<file path="src/rtl/lcd_scan_pkg.sv">
package lcd_scan_pkg;
  localparam int LVL_W = 2;
  typedef logic [LVL_W-1:0] lvl_t;

  typedef struct packed {
    logic port_mode;
    logic off;
    logic duty4;
  } ctrl_t;

  function automatic lvl_t top_lvl(input logic duty4);
    return duty4 ? lvl_t'(3) : lvl_t'(2);
  endfunction

  function automatic lvl_t polar(input lvl_t base, input logic duty4, input logic odd);
    return odd ? lvl_t'(top_lvl(duty4) - base) : base;
  endfunction
endpackage

</file>
<file path="src/rtl/lcd_scan_regs.sv">
module lcd_scan_regs
  import lcd_scan_pkg::*;
#(
  parameter int NUM_SEG   = 26,
  parameter int NUM_COM   = 4,
  parameter int PORT_SEGS = 4,
  parameter int ADDR_W    = 5,
  parameter int SLOT_W    = 2
) (
  input  logic                 clk,
  input  logic                 rst_n,
  input  logic                 wr_en,
  input  logic [ADDR_W-1:0]    wr_addr,
  input  logic [NUM_COM-1:0]   wr_data,
  input  logic [SLOT_W-1:0]    rd_slot,
  output logic [NUM_SEG-1:0]   col,
  output ctrl_t                ctrl_q,
  output logic [PORT_SEGS-1:0] port_q
);
  localparam logic [ADDR_W-1:0] CTRL_ADDR = ADDR_W'(NUM_SEG);
  localparam logic [ADDR_W-1:0] PORT_ADDR = ADDR_W'(NUM_SEG + 1);

  logic [NUM_COM-1:0] mem_q [NUM_SEG];
  logic [NUM_COM-1:0] mem_d [NUM_SEG];
  ctrl_t              ctrl_d;
  logic [PORT_SEGS-1:0] port_d;

  for (genvar s = 0; s < NUM_SEG; s++) begin : g_mem
    always_comb begin
      mem_d[s] = mem_q[s];
      if (wr_en && (wr_addr == ADDR_W'(s))) mem_d[s] = wr_data;
    end
    always_ff @(posedge clk or negedge rst_n) begin
      if (!rst_n) mem_q[s] <= '0;
      else        mem_q[s] <= mem_d[s];
    end
    assign col[s] = mem_q[s][rd_slot];
  end

  always_comb begin
    ctrl_d = ctrl_q;
    port_d = port_q;
    if (wr_en && (wr_addr == CTRL_ADDR)) ctrl_d = ctrl_t'(wr_data[2:0]);
    if (wr_en && (wr_addr == PORT_ADDR)) port_d = wr_data[PORT_SEGS-1:0];
  end

  always_ff @(posedge clk or negedge rst_n) begin
    if (!rst_n) begin
      ctrl_q <= '0;
      port_q <= '0;
    end else begin
      ctrl_q <= ctrl_d;
      port_q <= port_d;
    end
  end

  AST_CTRL_KEEP: assert property (@(posedge clk) disable iff (!rst_n)
    (!wr_en || wr_addr != CTRL_ADDR) |=> $stable(ctrl_q));
  AST_PORT_KEEP: assert property (@(posedge clk) disable iff (!rst_n)
    (!wr_en || wr_addr != PORT_ADDR) |=> $stable(port_q));
endmodule

</file>
<file path="src/rtl/lcd_scan_timing.sv">
module lcd_scan_timing #(
  parameter int NUM_COM = 4,
  parameter int SLOT_W  = 2
) (
  input  logic              clk,
  input  logic              rst_n,
  input  logic              tick,
  input  logic              duty4,
  output logic [SLOT_W-1:0] slot_q,
  output logic [SLOT_W-1:0] slot_d,
  output logic              odd_q
);
  localparam logic [SLOT_W-1:0] LAST4 = SLOT_W'(NUM_COM - 1);
  localparam logic [SLOT_W-1:0] LAST3 = SLOT_W'(NUM_COM - 2);

  logic [SLOT_W-1:0] last;
  logic              wrap;
  logic              odd_d;

  always_comb begin
    last   = duty4 ? LAST4 : LAST3;
    wrap   = tick && (slot_q >= last);
    slot_d = slot_q;
    odd_d  = odd_q;
    if (tick) begin
      slot_d = wrap ? '0 : slot_q + SLOT_W'(1);
      odd_d  = odd_q ^ wrap;
    end
  end

  always_ff @(posedge clk or negedge rst_n) begin
    if (!rst_n) begin
      slot_q <= '0;
      odd_q  <= 1'b0;
    end else begin
      slot_q <= slot_d;
      odd_q  <= odd_d;
    end
  end

  AST_IDLE_HOLD: assert property (@(posedge clk) disable iff (!rst_n)
    !tick |=> ($stable(slot_q) && $stable(odd_q)));
  AST_WRAP_FLIP: assert property (@(posedge clk) disable iff (!rst_n)
    (tick && slot_q >= last) |=> (slot_q == '0 && odd_q != $past(odd_q)));
  AST_THIRD_RANGE: assert property (@(posedge clk) disable iff (!rst_n)
    (tick && !duty4) |=> (slot_q <= LAST3));
endmodule

</file>
<file path="src/rtl/lcd_scan_drive.sv">
module lcd_scan_drive
  import lcd_scan_pkg::*;
#(
  parameter int NUM_SEG   = 26,
  parameter int NUM_COM   = 4,
  parameter int PORT_SEGS = 4,
  parameter int SLOT_W    = 2
) (
  input  logic                     clk,
  input  logic                     rst_n,
  input  logic                     tick,
  input  logic [NUM_SEG-1:0]       col_next,
  input  logic [SLOT_W-1:0]        slot_q,
  input  logic                     odd_q,
  input  ctrl_t                    ctrl_q,
  input  logic [PORT_SEGS-1:0]     port_q,
  output logic [NUM_COM*LVL_W-1:0] com_lvl,
  output logic [NUM_SEG*LVL_W-1:0] seg_lvl
);
  logic [NUM_SEG-1:0] lit_q;
  logic [NUM_SEG-1:0] lit_d;
  lvl_t               top;

  always_comb begin
    lit_d = tick ? col_next : lit_q;
    top   = top_lvl(ctrl_q.duty4);
  end

  always_ff @(posedge clk or negedge rst_n) begin
    if (!rst_n) lit_q <= '0;
    else        lit_q <= lit_d;
  end

  for (genvar i = 0; i < NUM_COM; i++) begin : g_com
    lvl_t base;
    always_comb begin
      base = (slot_q == SLOT_W'(i)) ? top : lvl_t'(1);
      com_lvl[i*LVL_W +: LVL_W] = ctrl_q.off ? lvl_t'(0) : polar(base, ctrl_q.duty4, odd_q);
    end
  end

  for (genvar s = 0; s < NUM_SEG; s++) begin : g_seg
    lvl_t base;
    lvl_t lcd;
    always_comb begin
      base = lit_q[s] ? lvl_t'(0) : lvl_t'(2);
      lcd  = ctrl_q.off ? lvl_t'(0) : polar(base, ctrl_q.duty4, odd_q);
    end
    if (s < PORT_SEGS) begin : g_port
      assign seg_lvl[s*LVL_W +: LVL_W] =
        ctrl_q.port_mode ? (port_q[s] ? top : lvl_t'(0)) : lcd;
    end else begin : g_lcd
      assign seg_lvl[s*LVL_W +: LVL_W] = lcd;
    end
  end

  logic [NUM_COM-1:0] com_sel;
  logic [NUM_COM-1:0] com_hi;
  logic [NUM_SEG-1:0] seg_hi;
  logic [PORT_SEGS-1:0] port_bad;
  for (genvar i = 0; i < NUM_COM; i++) begin : g_chk_com
    assign com_sel[i] = com_lvl[i*LVL_W +: LVL_W] == (odd_q ? lvl_t'(0) : top);
    assign com_hi[i]  = com_lvl[i*LVL_W +: LVL_W] == lvl_t'(3);
  end
  for (genvar s = 0; s < NUM_SEG; s++) begin : g_chk_seg
    assign seg_hi[s] = seg_lvl[s*LVL_W +: LVL_W] == lvl_t'(3);
  end
  for (genvar s = 0; s < PORT_SEGS; s++) begin : g_chk_port
    assign port_bad[s] = (seg_lvl[s*LVL_W +: LVL_W] != lvl_t'(0)) &&
                         (seg_lvl[s*LVL_W +: LVL_W] != top);
  end

  AST_OFF_BLANK: assert property (@(posedge clk) disable iff (!rst_n)
    ctrl_q.off |-> (com_lvl == '0));
  AST_ONE_SELECT: assert property (@(posedge clk) disable iff (!rst_n)
    !ctrl_q.off |-> ($countones(com_sel) == 1));
  AST_HALF_NO_TOP: assert property (@(posedge clk) disable iff (!rst_n)
    !ctrl_q.duty4 |-> ((com_hi == '0) && (seg_hi == '0)));
  AST_PORT_RAIL: assert property (@(posedge clk) disable iff (!rst_n)
    ctrl_q.port_mode |-> (port_bad == '0));
endmodule

</file>
<file path="src/rtl/lcd_scan.sv">
module lcd_scan
  import lcd_scan_pkg::*;
#(
  parameter int NUM_SEG   = 26,
  parameter int NUM_COM   = 4,
  parameter int PORT_SEGS = 4,
  parameter int ADDR_W    = 5
) (
  input  logic                     clk,
  input  logic                     rst_n,
  input  logic                     wr_en,
  input  logic [ADDR_W-1:0]        wr_addr,
  input  logic [NUM_COM-1:0]       wr_data,
  input  logic                     frame_tick,
  output logic [NUM_COM*LVL_W-1:0] com_lvl,
  output logic [NUM_SEG*LVL_W-1:0] seg_lvl
);
  localparam int SLOT_W = $clog2(NUM_COM);

  logic [SLOT_W-1:0]    slot_q;
  logic [SLOT_W-1:0]    slot_d;
  logic                 odd_q;
  logic [NUM_SEG-1:0]   col_next;
  ctrl_t                ctrl_q;
  logic [PORT_SEGS-1:0] port_q;

  lcd_scan_regs #(
    .NUM_SEG(NUM_SEG), .NUM_COM(NUM_COM), .PORT_SEGS(PORT_SEGS),
    .ADDR_W(ADDR_W), .SLOT_W(SLOT_W)
  ) u_regs (
    .clk(clk), .rst_n(rst_n), .wr_en(wr_en), .wr_addr(wr_addr),
    .wr_data(wr_data), .rd_slot(slot_d), .col(col_next),
    .ctrl_q(ctrl_q), .port_q(port_q)
  );

  lcd_scan_timing #(.NUM_COM(NUM_COM), .SLOT_W(SLOT_W)) u_timing (
    .clk(clk), .rst_n(rst_n), .tick(frame_tick), .duty4(ctrl_q.duty4),
    .slot_q(slot_q), .slot_d(slot_d), .odd_q(odd_q)
  );

  lcd_scan_drive #(
    .NUM_SEG(NUM_SEG), .NUM_COM(NUM_COM), .PORT_SEGS(PORT_SEGS), .SLOT_W(SLOT_W)
  ) u_drive (
    .clk(clk), .rst_n(rst_n), .tick(frame_tick), .col_next(col_next),
    .slot_q(slot_q), .odd_q(odd_q), .ctrl_q(ctrl_q), .port_q(port_q),
    .com_lvl(com_lvl), .seg_lvl(seg_lvl)
  );
endmodule

</file>
<file path="config.mk">
export PLATFORM = sky130hd
export DESIGN_NAME = lcd_scan
export DESIGN_NICKNAME = d
export VERILOG_FILES = /design/src/rtl/lcd_scan_pkg.sv /design/src/rtl/lcd_scan_regs.sv /design/src/rtl/lcd_scan_timing.sv /design/src/rtl/lcd_scan_drive.sv /design/src/rtl/lcd_scan.sv
export SDC_FILE = /design/constraint.sdc
export NUM_CORES = 1
export LEC_CHECK = 0
export BUFFER_PORTS_ARGS = -buffer_cell sky130_fd_sc_hd__buf_4
export CAP_MARGIN = 20
export CORE_ASPECT_RATIO = 0.9
export CORE_MARGIN = 3
export CORE_UTILIZATION = 45
export CTS_BUF_LIST = sky130_fd_sc_hd__clkbuf_16
export CTS_CLUSTER_SIZE = 24
export DETAILED_ROUTE_END_ITERATION = 10
export GPL_TIMING_DRIVEN = 0
export MAX_ROUTING_LAYER = met4
export SLEW_MARGIN = 10
export SYNTH_ARGS = -nofsm -noshare
export SYNTH_HDL_FRONTEND = slang
export SYNTH_HIERARCHICAL = 1
export SYNTH_SLANG_ARGS = --single-unit
export TNS_END_PERCENT = 100
</file>
<file path="constraint.sdc">
create_clock -name clk -period 4.82 [get_ports clk]
set_input_delay 0.241 -clock clk [delete_from_list [all_inputs] [get_ports clk]]
set_output_delay 0.241 -clock clk [all_outputs]
set_load 0.01 [all_outputs]
</file>
# Yosys cells after proc, flatten, opt, wreduce, memory -nomap -nowiden
# Index checks and enable logic that the tools add are counted.
[totals]
wordCells = 281
inputBits = 13
regBits = 140
output_inout_bits = 60
[op_classes]
bitwise_logic = 1
muxes = 153
addsub = 31
n_eq_ne = 30
magnitude_cmp = 2
n_reduce_logical = 31
[ops]
columns = ["cell", "count"]
rows = [
  ["two-way mux 2 bit", 100],
  ["== test 5 bit, second input constant", 12],
  ["subtractor 2 bit", 30],
  ["binary-select mux 1 bit (select 2 bit)", 26],
  ["== test 5 x 4 -> 1 bit, second input constant", 8],
  ["logical AND 1 bit", 29],
  ["two-way mux 1 bit", 27],
  ["== test 5 x 3 -> 1 bit, second input constant", 4],
  ["== test 5 x 2 -> 1 bit, second input constant", 2],
  ["== test 5 x 1 -> 1 bit, second input constant", 1],
  ["zero test 5 bit", 1],
  ["== test 2 bit, second input constant", 2],
  ["< comparator 2 x 3 -> 1 bit, second input constant", 1],
  ["adder 2 x 1 -> 2 bit, second input constant", 1],
  ["== test 2 x 1 -> 1 bit, second input constant", 1],
  [">= comparator 2 bit", 1],
  ["zero test 2 bit", 1],
  ["XOR 1 bit", 1],
]

# Logic depth before layout (Yosys ltp)
[depth]
ltp_word = 7
depth_mapped = 9
mapped_depth_nobuf = 7

# Cells and area by module
# Netlist, hierarchy kept.
[by_module_without_submodules]
columns = ["mod", "seq_area_each_um2", "area_per_inst_um2", "n_inst", "cells_each"]
rows = [
  ["lcd_scan_regs", 2777.7, 5011.1, 1, 307],
  ["lcd_scan_drive", 650.6, 1790.5, 1, 166],
  ["lcd_scan_timing", 75.1, 157.7, 1, 14],
]

# Worst setup path after synthesis
# No wires, ideal clock.
[synth_path]
path_kind = "reg2reg"
from = "register u_timing.slot_q[0]"
to = "register u_drive.lit_q[12]"
t_required_ns = 4.695
n_path_buf = 2
synth_period_minus_slack_ns = 2.738
setup_time_ns = 0.125
slack_ns = 2.082
arrival_ns = 2.613
stages_incl_launch_ff = 10
path_cell_list = "dfrtp_1 -> inv_1 -> ha_1 -> nand2b_4 -> a211o_1 -> o21ai_2 -> buf_2 -> buf_2 -> mux4_2 -> mux2_4"
[synth_between]
elab_chain_len = 6
elab_cells_between_ends = 7
cone_classes = "add/sub (1); order compare (1); mux (4); reduce/logical (1)"
[synth_rtl]
columns = ["item", "line", "text"]
rows = [
  ["start: declaration", "lcd_scan_timing.sv:9", "output logic [SLOT_W-1:0] slot_q,"],
  ["start signal: assignment", "lcd_scan_timing.sv:36", "slot_q <= slot_d;"],
  [">= comparator 2 bit", "lcd_scan_timing.sv:22", "wrap = tick && (slot_q >= last);"],
  ["logical AND 1 bit", "lcd_scan_timing.sv:22", ""],
  ["two-way mux 2 bit", "lcd_scan_timing.sv:26", "slot_d = wrap ? '0 : slot_q + SLOT_W'(1);"],
  ["two-way mux 2 bit (*)", "lcd_scan_timing.sv:25", "if (tick) begin"],
  ["net slot_d[0]", "lcd_scan.sv:21", "logic [SLOT_W-1:0] slot_d;"],
  ["binary-select mux 1 bit (select 2 bit) (*)", "lcd_scan_regs.sv:37", "assign col[s] = mem_q[s][rd_slot];"],
  ["two-way mux 1 bit (implied by the code) (*)", "lcd_scan_regs.sv:37", ""],
  ["net col_next[12]", "lcd_scan.sv:23", "logic [NUM_SEG-1:0] col_next;"],
  ["end signal: assignment", "lcd_scan_drive.sv:31", "else lit_q <= lit_d;"],
  ["end: declaration", "lcd_scan_drive.sv:20", "logic [NUM_SEG-1:0] lit_q;"],
]
# Mark *: on every way through the listed nets, which the timed path passes. The rest lies on a longest branch. The select of a mux whose other input is x is not followed.
# A chain may end at the register's enable or synchronous reset.

# Worst setup path in the final report
[layout_path]
from = "register u_timing.slot_q[0]"
to = "register u_drive.lit_q[1]"
[layout_between]
elab_chain_len = 6
elab_cells_between_ends = 7
cone_classes = "add/sub (1); order compare (1); mux (4); reduce/logical (1)"
[layout_rtl]
columns = ["item", "line"]
rows = [
  [">= comparator 2 bit", "lcd_scan_timing.sv:22"],
  ["logical AND 1 bit", "lcd_scan_timing.sv:22"],
  ["two-way mux 2 bit (*)", "lcd_scan_timing.sv:26"],
  ["two-way mux 2 bit (*)", "lcd_scan_timing.sv:25"],
  ["net slot_d[1]", "lcd_scan.sv:21"],
  ["binary-select mux 1 bit (select 2 bit) (*)", "lcd_scan_regs.sv:37"],
  ["two-way mux 1 bit (implied by the code) (*)", "lcd_scan_regs.sv:37"],
  ["net col_next[1]", "lcd_scan.sv:23"],
]
# Marks and branches as above.

==> metrics.csv <==
metric;value;unit
status;completed;
drtIter0Drc;167;
clk_path_buf_depth;2;
ys_warn_count;6;
synth.distinct_cells;39;
core-area;14900;sq um
routed_wl;15800;microns
max_freq;305;MHz
async_reset_ff_frac;1.00;
yosysSeqAreaShare;0.503;
criticalPathCategory;register to register;
firstDrtPassIters;4;
finalHoldViolCount;0;
grt_pass1_vias;4230;
track_usage;0.202;
worst_pin_slew;875;ps
ys_ff_latch;140;
cts.repair.resized;0;
cp.required;5130;ps
insertion_delay;430;ps
routabilityCongestion;0.829;
initial_core_util;0.466;
synthesis.area;6960;sq um
clock-sinks;140;
num_rows;42;
syn-mean-instance-area;14.3;sq um
fin_crit;3280;ps
synthFlopType;dfrtp_1;
finalCritPeriodShare;0.680;
arrival;3590;ps
power_per_cell_area;566;nW/um^2
ant_nets;0;
skew;8.95;ps
grt_max_degree;78;
numCtsBuffers;17;
syn_nets;501;
dieWidth;137;microns
drive_gt1_frac;0.531;
drc;0;
htree_levels;4;
port_buffers;69;
end_kind;register;
ys_top_cells_by_area;dfrtp_1, mux2_2, mux4_2;
hold_class;primary input to register;
yosys-top-cells-count;dfrtp_1, mux2_2, nor2_1;
rsz0062_at_grt;false;
synth_top_cell_area_share;0.503;
synthMostInstantiatedCell;dfrtp_1;
syn_inst;487;
synth_top_area_cell;dfrtp_1;
power.total;4720;uW
relSlewSlack;0.417;
setup_tns;0;ps
maxSlewViolCount;0;
nets;591;
drv_cap;0;
path_max_fanout;10;
cts_root_buf;clkbuf_16;
clk_pin_slew;60;ps
io_pins;73;
grt_remaining_overflow;0;
setup_violations;0;
max-vdd-ir-drop;0.000302;V
die_h;124;microns
hpwlAfterDp;10800;microns
viasPerCell;5.25;
cts_tree;built;
post_drt_wl_per_cell;20.1;microns
die-area;17000;sq um
syn_to_final_growth;19.7;%
cp-start-kind;register;
grt_pass1_wl;24300;microns
leakagePower;0.00398;uW
synth_edf_count;0;
via_count;4140;
insertedDiodeCount;0;
grt_antenna_before_repair;0;
-- placed cells by master (no fill, tap or decap), types with 2 or more instances in the layout --
cell,count
nand4b_2,3
buf_4,93
and4bb_2,3
clkinv_2,7
o21ai_0,2
nand2_1,20
buf_2,7
mux2_2,101
dfrtp_1,140
o21a_1,3
mux2_4,32
mux4_2,26
or3_4,3
nor2b_1,2
clkinvlp_4,3
o21ai_1,3
inv_1,3
nor2_1,35
clkbuf_1,11
and2b_1,3
a21boi_1,4
bufinv_16,2
xor2_1,26
mux2_1,8
nand2b_1,4
buf_1,3
buf_6,5
clkbuf_16,17
nor2_2,4
-- sequential cells by signal, indices dropped and copies added, names as in the netlist --
name and count:
u_drive/lit_q 26, u_regs/mem_q 104, u_timing/odd_q 1, u_regs/ctrl_q 3, u_timing/slot_q 2, u_regs/port_q 4
-- final cells by class --
cell class / count / area [sq um]
Fill cell: 1262 / 6600
Sequential cell: 140 / 3500
Multi-Input combinational cell: 295 / 3130
Timing Repair Buffer: 71 / 559
Clock buffer: 17 / 425
Buffer: 50 / 320
Tap cell: 198 / 248
Clock inverter: 15 / 134
Inverter: 2 / 7.51
-- worst paths after layout --
kind / to / slack [ps] / cells past startpoint / startpoint
worst max register to register: u_drive/lit_q[1]$_DFFE_PN0P_ / 1540 / 9 / u_timing/slot_q[0]$_DFF_PN0_
worst max-delay path: u_drive/lit_q[1]$_DFFE_PN0P_ / 1540 / 9 / u_timing/slot_q[0]$_DFF_PN0_
max in group asynchronous: u_drive/lit_q[23]$_DFFE_PN0P_ / 3670 / 3 / rst_n
worst min-delay path: u_timing/slot_q[0]$_DFF_PN0_ / 30 / 2 / frame_tick
worst min register to register: u_regs/mem_q[101]$_DFFE_PN0P_ / 490 / 1 / u_regs/mem_q[101]$_DFFE_PN0P_
min in group asynchronous: u_drive/lit_q[7]$_DFFE_PN0P_ / 370 / 2 / rst_n
-- worst max-delay path: stages (launching register included) --
cell	delay [ps]
dfrtp_1	470
inv_1	130
ha_1	300
nand2b_4	150
o21ai_0	140
a21o_1	140
clkbuf_1	410
buf_1	720
mux4_2	440
mux2_4	270
-- kinds of logic after synthesis --
group                      count (synthesis)  share of synthesized area
and+or+nand+nor                           83                     0.0669
DFF                                      140                      0.503
adders and majority gates                  1                    0.00180
muxes                                    167                      0.330
buffers and inverters                     52                     0.0471
AOI/OAI and AO/OA                         17                     0.0173
xor gates and xnor gates                  27                     0.0340
-- stage by stage --
step                      setup slack (ps)  utilization  area, sq um  hold WS (ps)  std cells
after floorplan                       2080            -         6960         -54.6        487
after global placement                1580        0.518         7720           458        754
after detailed placement              1540        0.520         7760           276        755
after CTS                             1530        0.558         8330          14.0        788
after global routing                  1410        0.558         8330          13.7        788
final                                 1540        0.558         8330          27.7        788
-- per-layer routing --
| metal | vias to the layer above | routed length (microns) | GRT usage |
|---|---|---|---|
| met5 | - | 0 | - |
| met4 | 0 | 256 | 0.0655 |
| met3 | 23 | 702 | 0.0477 |
| met2 | 92 | 7430 | 0.305 |
| met1 | 2136 | 7430 | 0.271 |
| li1 | 1889 | - | - |
-- power breakdown --
group | total (uW) | leakage, uW | switching, uW | internal (uW)
clock | 1240 | 0.000280 | 495 | 749
combinational | 1840 | 0.00191 | 813 | 1030
sequential | 1630 | 0.00179 | 175 | 1460
total | 4720 | 0.00398 | 1480 | 3230
-- repair_timing --
item / CTS / global route
endpoints found under the setup margin: 0 / 0
endpoints found under the hold margin: 63 / 0
hold buffers: 1 / 0
buffers inserted: 0 / 0
(Power assumes the default switching activity.)
